[config.mk]
export PLATFORM = sky130hd
export DESIGN_NAME = ts_edge_cond
export DESIGN_NICKNAME = d
export VERILOG_FILES = /design/src/rtl/ts_edge_cond.sv
export SDC_FILE = /design/constraint.sdc
export NUM_CORES = 1
export LEC_CHECK = 0
export BUFFER_PORTS_ARGS = -buffer_cell sky130_fd_sc_hd__clkbuf_2
export CAP_MARGIN = 40
export CELL_PAD_IN_SITES_DETAIL_PLACEMENT = 1
export CELL_PAD_IN_SITES_GLOBAL_PLACEMENT = 1
export CORE_AREA = 2 2 176 178
export CTS_BUF_LIST = sky130_fd_sc_hd__clkbuf_16
export DETAILED_ROUTE_END_ITERATION = 10
export DIE_AREA = 0 0 178 180
export GPL_ROUTABILITY_DRIVEN = 1
export PLACE_DENSITY = 0.86
export SLEW_MARGIN = 20
export SYNTH_ARGS = -nofsm -noshare
export SYNTH_HDL_FRONTEND = slang
export SYNTH_SLANG_ARGS = --single-unit
[constraint.sdc]
create_clock -name clk -period 2.08 [get_ports clk]
set_input_delay 0.416 -clock clk [delete_from_list [all_inputs] [get_ports clk]]
set_output_delay 0.416 -clock clk [all_outputs]
set_load 0.02 [all_outputs]
[src/rtl/ts_edge_cond.sv]
module ts_edge_cond #(
  parameter int WW = 32
) (
  input  logic              clk,
  input  logic              rst_n,
  input  logic [2*WW-1:0]   raw_in,
  input  logic [WW-1:0]     inv_lo,
  input  logic [WW-1:0]     inv_hi,
  input  logic [WW-1:0]     lead_en_lo,
  input  logic [WW-1:0]     lead_en_hi,
  input  logic [WW-1:0]     trail_en_lo,
  input  logic [WW-1:0]     trail_en_hi,
  input  logic [WW-1:0]     sync_sel_lo,
  input  logic [WW-1:0]     sync_sel_hi,
  input  logic              sync_arm,
  input  logic              sync_go,
  output logic [2*WW-1:0]   evt_strobe,
  output logic [2*WW-1:0]   evt_trail,
  output logic              sync_pulse,
  output logic              sync_armed
);
  localparam int NCH = 2 * WW;

  logic [NCH-1:0] meta_q, sync_q, lvl_q;
  logic [1:0]     warm_q;

  wire [NCH-1:0] inv   = {inv_hi, inv_lo};
  wire [NCH-1:0] lead  = {lead_en_hi, lead_en_lo};
  wire [NCH-1:0] trail = {trail_en_hi, trail_en_lo};
  wire [NCH-1:0] sel   = {sync_sel_hi, sync_sel_lo};

  wire [NCH-1:0] cond = sync_q ^ inv;
  wire [NCH-1:0] rise = cond & ~lvl_q;
  wire [NCH-1:0] fall = ~cond & lvl_q;
  wire           live = &warm_q;
  wire           hit  = live && |(rise & sel);
  wire           fire = sync_armed && (sync_go || hit);

  always_ff @(posedge clk) begin
    if (!rst_n) begin
      meta_q     <= '0;
      sync_q     <= '0;
      lvl_q      <= '0;
      warm_q     <= '0;
      evt_strobe <= '0;
      evt_trail  <= '0;
      sync_pulse <= 1'b0;
      sync_armed <= 1'b0;
    end else begin
      meta_q     <= raw_in;
      sync_q     <= meta_q;
      lvl_q      <= cond;
      if (!live) warm_q <= warm_q + 2'd1;
      evt_strobe <= live ? ((rise & lead) | (fall & trail)) : '0;
      evt_trail  <= live ? (fall & trail) : '0;
      sync_pulse <= fire;
      sync_armed <= sync_arm || (sync_armed && !fire);
    end
  end
endmodule

==> run_results.csv, run 1 <==
group,metric,value,unit
run_status,status,"complete, no violations",
floorplanning,dieArea,32000,um^2
floorplanning,start_util,0.344,
synth,synth_nets,1338,
global_route,grt_pass1_vias,9799,
place,dp_hpwl,28700,um
global_route,grt_max_degree,92,
final_layout,final_util,0.486,
synth,syn_avg_cell_area,10.3,um^2
setup_path,worstRegToRegCells,7,
setup_path,critPathKind,"register to register",
detailed_routing,wl_per_cell,18.7,um
worst_hold_path,hold_class,"primary input to register",
setup_path,ff2ff_setup_slack,0.15,ns
timing,finalCriticalPeriod,1.93,ns
timing,fmax,517,MHz
setup_path,path_delay_family,"compound AO/OA/AOI/OAI gates",
setup_path,arrival,2.39,ns
final_layout,area_growth,41.2,%
setup_path,crit_fanout,2,
synth,synthTopCellsByCount,"324 x dfxtp_1, 129 x and2_1, 129 x nor2_1, 67 x nand3_1, 66 x a21oi_1",
power_and_ir_drop,p_leak,6.64,nW
timing,worst_hold_slack,0.107,ns
clock_network,clock_sinks,324,
clock_network,cts_buffers,36,
setup_path,critPathCaptureType,"register",
timing,hold_viol_final,0,
synth,async_reset_ff_frac,0,
timing,final-setup-viol-count,0,
detailed_routing,drt-pass1-iter-count,4,
synth,yosys_warnings,0,
power_and_ir_drop,p_sw_frac,0.243,
detailed_routing,drt-total-wl,36600,um
setup_path,crit_path_start_kind,"register",
timing,rsz0062_at_grt,"no",
final_layout,nFillCells,3548,
floorplanning,rows,64,
synth,synthTopCellsByArea,"dfxtp_1 62%, and2_1 7.8%, xnor2_1 5.2%, nor2_1 4.7%, nor2b_1 3.6%",
synth,postSynthCellCount,1013,
global_route,grt_use_total,0.223,
clock_network,htreeDepth,2,
synth,synth_top_area_frac,0.624,
clock_network,cts_buffer_depth,3,
detailed_routing,viasPerCell,4.57,
detailed_routing,drt-initial-drc-count,245,
clock_network,clk-insertion-delay-late,0.51,ns
synth,synth.most_common_cell,"dfxtp_1",
detailed_routing,postRouteAntennaNets,0,
synth,synth_area,10400,um^2
place,gp_congestion,0.882,
worst_hold_path,min_delay_path_depth,2,
place,dp_slack,-0.376,ns
power_and_ir_drop,internal_power,10.4,mW
timing,worst_clock_skew,0.0126,ns
timing,maxSlewViolCount,0,
power_and_ir_drop,power_density,935,nW/um^2
synth,synth_cell_types,31,
floorplanning,io_pins,454,
synth,synth_top_area_cell,"dfxtp_1",
clock_network,clkSlewWorstSetupHoldPaths,0.06,ns
clock_network,cts_tree,"built",
detailed_routing,vias,8930,
floorplanning,die_h,180,um
timing,worst_slew_pin_slew,0.769,ns
timing,worst_slack,0.145,ns
final_layout,nets,1857,
power_and_ir_drop,switching_power,3.34,mW
place,placed_cell_area,13600,um^2
final_layout,layout-drive-gt1-share,0.375,
setup_path,cp.depth,7,
clock_network,cts-root-buf,"clkbuf_16",
power_and_ir_drop,ir_worst_vdd,0.536,mV
global_route,antenna_found_initial,1,
flow_run,max-cap-violations,0,
power_and_ir_drop,p_seq_frac,0.480,
detailed_routing,drc_errors,0,
floorplanning,core,30200,um^2
setup_path,slowest_delay,0.50,ns
setup_path,crit_slowest_cell,"a2111oi_2",
global_route,grt_pass1_wl,54100,um
synth,synth-seq-area-share,0.624,
timing,relSlewSlack,0.487,
synth,synth_edf_count,0,
setup_path,crit_chain,"xnor2_1 > nor3b_1 > a2111oi_2 > buf_4 > nand4_1 > nor3_2 > a41o_1",
setup_path,critPathRequiredTime,2.54,ns
synth,ys_ff_latch,324,
place,port_buffers,453,
setup_path,critPathBufInv,1,
power_and_ir_drop,clock_power_share,0.417,
floorplanning,fp.dieW,178,um
power_and_ir_drop,combPwrFrac,0.104,
synth,synth_flop_cell,"dfxtp_1",
timing,period_share,0.930,
timing,tns,0,ns
final_layout,fin_area,14700,um^2
global_route,overflow,0,
-- power groups by stage --
stage                     Combinational (mW)  Clock (mW)  Sequential [mW]
after floorplan                        0.603           0             6.71
after global placement                  1.35           0             6.70
after detailed placement                1.41           0             6.72
after CTS                               1.44        5.86             6.58
after global routing                    1.57        6.13             6.61
final                                   1.42        5.72             6.58
-- state kept, by name, indices dropped and copies added (netlist names) --
name,flops
sync_q,64
sync_armed,1
evt_strobe,64
warm_q,2
lvl_q,64
meta_q,64
sync_pulse,1
evt_trail,64
-- layer usage --
metal	vias up	track usage	share of wire
li1	4334	-	-
met1	4185	0.242	0.38
met2	324	0.406	0.51
met3	87	0.0554	0.071
met4	0	0.0961	0.041
met5	-	0	0
-- cells by family after synthesis --
| kind of cell | synth area share |
|---|---|
| simple gates | 0.248 |
| flops | 0.624 |
| compound gates | 0.0558 |
| xor+xnor | 0.0569 |
| buf+inv | 0.0137 |
| mux | 0.000963 |
| fa+ha+maj | 0.00120 |
-- path summary, 6_finish.rpt --
| kind | from | endpoint |
|---|---|---|
| worst max-delay path | sync_q[4] | sync_armed |
| worst max register to register | sync_q[4] | sync_armed |
| worst min register to register | meta_q[3] | sync_q[3] |
| worst min-delay path | raw_in[56] | meta_q[56] |
-- worst register-to-register path: stages (launching register included) --
cell and delay (ns):
dfxtp_1 0.33, xnor2_1 0.22, nor3b_1 0.13, a2111oi_2 0.50
buf_4 0.19, nand4_1 0.10, nor3_2 0.23, a41o_1 0.19
-- layout by cell type (no fill, tap or decap), drive strengths merged --
| master | count |
|---|---|
| mux2i | 1 |
| xnor2 | 65 |
| o32ai | 2 |
| a2111oi | 12 |
| clkbuf | 490 |
| nor3b | 33 |
| a22o | 1 |
| inv | 12 |
| a41o | 1 |
| clkinvlp | 1 |
| nor2b | 60 |
| nand4 | 3 |
| nor3 | 1 |
| diode | 1 |
| and2b | 6 |
| nand2b | 2 |
| clkinv | 15 |
| a22oi | 4 |
| buf | 64 |
| a221oi | 2 |
| ha | 1 |
| and2 | 129 |
| dfxtp | 324 |
| a211oi | 1 |
| nand2 | 65 |
| nor2 | 129 |
| nand3 | 67 |
| a21oi | 66 |
-- metrics by stage --
| stage | total power, mW | instances |
|---|---|---|
| after floorplan | 7.32 | 1013 |
| after global placement | 8.05 | 1889 |
| after detailed placement | 8.13 | 1890 |
| after CTS | 13.9 | 1953 |
| after global routing | 14.3 | 1953 |
| final | 13.7 | 1954 |
-- repair_timing --
item,4_1_cts,5_1_grt
hold buffers,0,0
endpoints found under the setup margin,2,2
setup buffers,0,0
gates resized for setup,5,7
gates cloned,0,0
-- area by class of cell --
class / instances / area (um^2) / share of cell area
Multi-Input combinational cell: 651 / 3850 / 0.262
Timing Repair Buffer: 517 / 2790 / 0.190
Tap cell: 396 / 495 / 0.0338
Inverter: 2 / 7.51 / 0.000511
Antenna cell: 1 / 2.50 / 0.000170
Sequential cell: 324 / 6490 / 0.442
Clock inverter: 26 / 126 / 0.00861
Clock buffer: 37 / 926 / 0.0631
(Power assumes the default switching activity.)
==> run 2: changes to the inputs <==
--- a/config.mk
+++ b/config.mk
@@ -9,12 +9,11 @@
 export CAP_MARGIN = 40
 export CELL_PAD_IN_SITES_DETAIL_PLACEMENT = 1
 export CELL_PAD_IN_SITES_GLOBAL_PLACEMENT = 1
-export CORE_AREA = 2 2 176 178
+export CORE_UTILIZATION = 31
 export CTS_BUF_LIST = sky130_fd_sc_hd__clkbuf_16
 export DETAILED_ROUTE_END_ITERATION = 10
-export DIE_AREA = 0 0 178 180
 export GPL_ROUTABILITY_DRIVEN = 1
-export PLACE_DENSITY = 0.86
+export PLACE_DENSITY = 0.82
 export SLEW_MARGIN = 20
 export SYNTH_ARGS = -nofsm -noshare
 export SYNTH_HDL_FRONTEND = slang
==> constraint.sdc (replaced) <==
create_clock -name clk -period 1.7 [get_ports clk]
set_input_delay 0.34 -clock clk [delete_from_list [all_inputs] [get_ports clk]]
set_output_delay 0.34 -clock clk [all_outputs]
set_load 0.02 [all_outputs]
==> run_results.csv, run 2 (synthesis results as in run 1) <==
group,metric,value,unit
timing,relSlewSlack,0.447,
setup_path,critPathCaptureType,"register",
place,dp_slack,-0.755,ns
setup_path,r2r_start,"sync_q[4]",
global_route,grt_use_total,0.215,
timing,fmax,544,MHz
setup_path,crit_fanout,2,
clock_network,htreeDepth,2,
detailed_routing,viasPerCell,4.47,
floorplanning,fp.dieW,185,um
timing,period_share,1.08,
floorplanning,dieArea,34300,um^2
timing,finalCriticalPeriod,1.84,ns
detailed_routing,postRouteAntennaNets,0,
floorplanning,start_util,0.317,
global_route,grt_pass1_vias,10113,
place,port_buffers,453,
setup_path,critPathRequiredTime,2.15,ns
setup_path,arrival,2.29,ns
clock_network,cts_buffers,36,
global_route,overflow,0,
setup_path,critPathKind,"register to register",
run_status,violations,"setup timing",
global_route,antenna_found_initial,3,
clock_network,clk-insertion-delay-late,0.52,ns
timing,worst_slack,-0.138,ns
clock_network,cts_buffer_depth,3,
detailed_routing,drc_errors,0,
timing,rsz0062_at_grt,"yes",
timing,worst_clock_skew,0.0112,ns
floorplanning,io_pins,454,
setup_path,crit_path_end,"sync_armed",
clock_network,clkSlewWorstSetupHoldPaths,0.06,ns
clock_network,clock_sinks,324,
timing,hold_viol_final,0,
global_route,grt_pass1_wl,55000,um
timing,maxSlewViolCount,0,
clock_network,cts_tree,"built",
floorplanning,core,32800,um^2
clock_network,post-cts-setup-buffers,0,
timing,final-setup-viol-count,2,
timing,worst_slew_pin_slew,0.828,ns
worst_hold_path,hold_class,"primary input to register",
detailed_routing,wl_per_cell,18.4,um
detailed_routing,drt-pass1-iter-count,4,
final_layout,layout-drive-gt1-share,0.404,
floorplanning,rows,66,
power_and_ir_drop,power_density,1160,nW/um^2
final_layout,nets,1882,
place,gp_congestion,0.860,
setup_path,rr_endpoint,"sync_armed",
final_layout,final_common_cell,"clkbuf_2",
floorplanning,die_h,185,um
flow_run,max-cap-violations,0,
power_and_ir_drop,ir_worst_vdd,0.682,mV
final_layout,layout_common_cells,"452 x clkbuf_2, 319 x dfxtp_1, 129 x and2_1, 126 x nor2_1, 86 x buf_4",
timing,worst_hold_slack,0.0265,ns
detailed_routing,drt-initial-drc-count,190,
global_route,grt_max_degree,82,
final_layout,area_growth,46.4,%
power_and_ir_drop,power,17.6,mW
setup_path,crit_start,"sync_q[4]",
run_status,status,"finished, violations left",
setup_path,ff2ff_setup_slack,-0.14,ns
setup_path,crit_path_start_kind,"register",
power_and_ir_drop,p_leak,6.89,nW
detailed_routing,vias,9060,
setup_path,worstRegToRegCells,7,
clock_network,cts-root-buf,"clkbuf_16",
detailed_routing,drt-total-wl,37300,um
place,dp_hpwl,29000,um
## run 2: cell type report
class | count | area [um^2]
clock inverter | 27 | 239
inverter | 2 | 7.51
multi-input combinational | 651 | 4010
antenna | 2 | 5.00
timing repair buffer | 542 | 2990
clock buffer | 37 | 926
fill | 3835 | 17600
tap | 442 | 553
sequential | 324 | 6490
## run 2: report_power, final
| group | total, mW | switching (mW) | leakage, nW | internal [mW] |
|---|---|---|---|---|
| Sequential | 8.06 | 0.160 | 2.66 | 7.90 |
| Combinational | 1.87 | 0.910 | 3.64 | 0.959 |
| Clock | 7.71 | 3.14 | 0.592 | 4.57 |
| Total | 17.6 | 4.21 | 6.89 | 13.4 |
## run 2: worst min path at each step
stage / slack, ns / start / end / cells past startpoint
detailed placement: 0.42 / meta_q[16] / sync_q[16] / 1
floorplan: 0.41 / meta_q[0] / sync_q[0] / 1
global placement: 0.41 / meta_q[8] / sync_q[8] / 1
finish: 0.03 / raw_in[26] / meta_q[26] / 2
CTS: 0.001 / raw_in[26] / meta_q[26] / 2
global route: 0.02 / raw_in[28] / meta_q[28] / 2
## run 2: what timing repair did
| action | in CTS | in global routing |
|---|---|---|
| pin swaps | 6 | 4 |
| hold buffers | 0 | 0 |
| setup endpoints to repair | 2 | 2 |
| hold endpoints to repair | 0 | 0 |
| resized for setup | 33 | 7 |
## run 2: worst max-delay path: stages (launching register included)
cell       delay [ns]
dfxtp_1          0.33
xnor2_1          0.19
nor3b_1          0.12
a2111oi_1        0.38
buf_4            0.19
nand4_1          0.11
nor3_2           0.25
a41o_1           0.20
## run 2: per-stage QoR
stage	area [um^2]	std cells	TNS (ns)	utilization
CTS	15200	2025	-0.260	0.463
global route	15200	2027	-0.434	0.464
finish	15200	2027	-0.240	0.464
floorplan	10400	1013	0	-
global placement	13800	1961	-1.94	0.421
detailed placement	13800	1961	-1.51	0.422
## run 2: per-layer routing
| metal | up-vias | share of wire | track usage |
|---|---|---|---|
| li1 | 4389 | - | - |
| met1 | 4246 | 0.37 | 0.226 |
| met2 | 333 | 0.52 | 0.399 |
| met3 | 90 | 0.067 | 0.0533 |
| met4 | 2 | 0.043 | 0.0998 |
| met5 | - | 0.00024 | 0 |
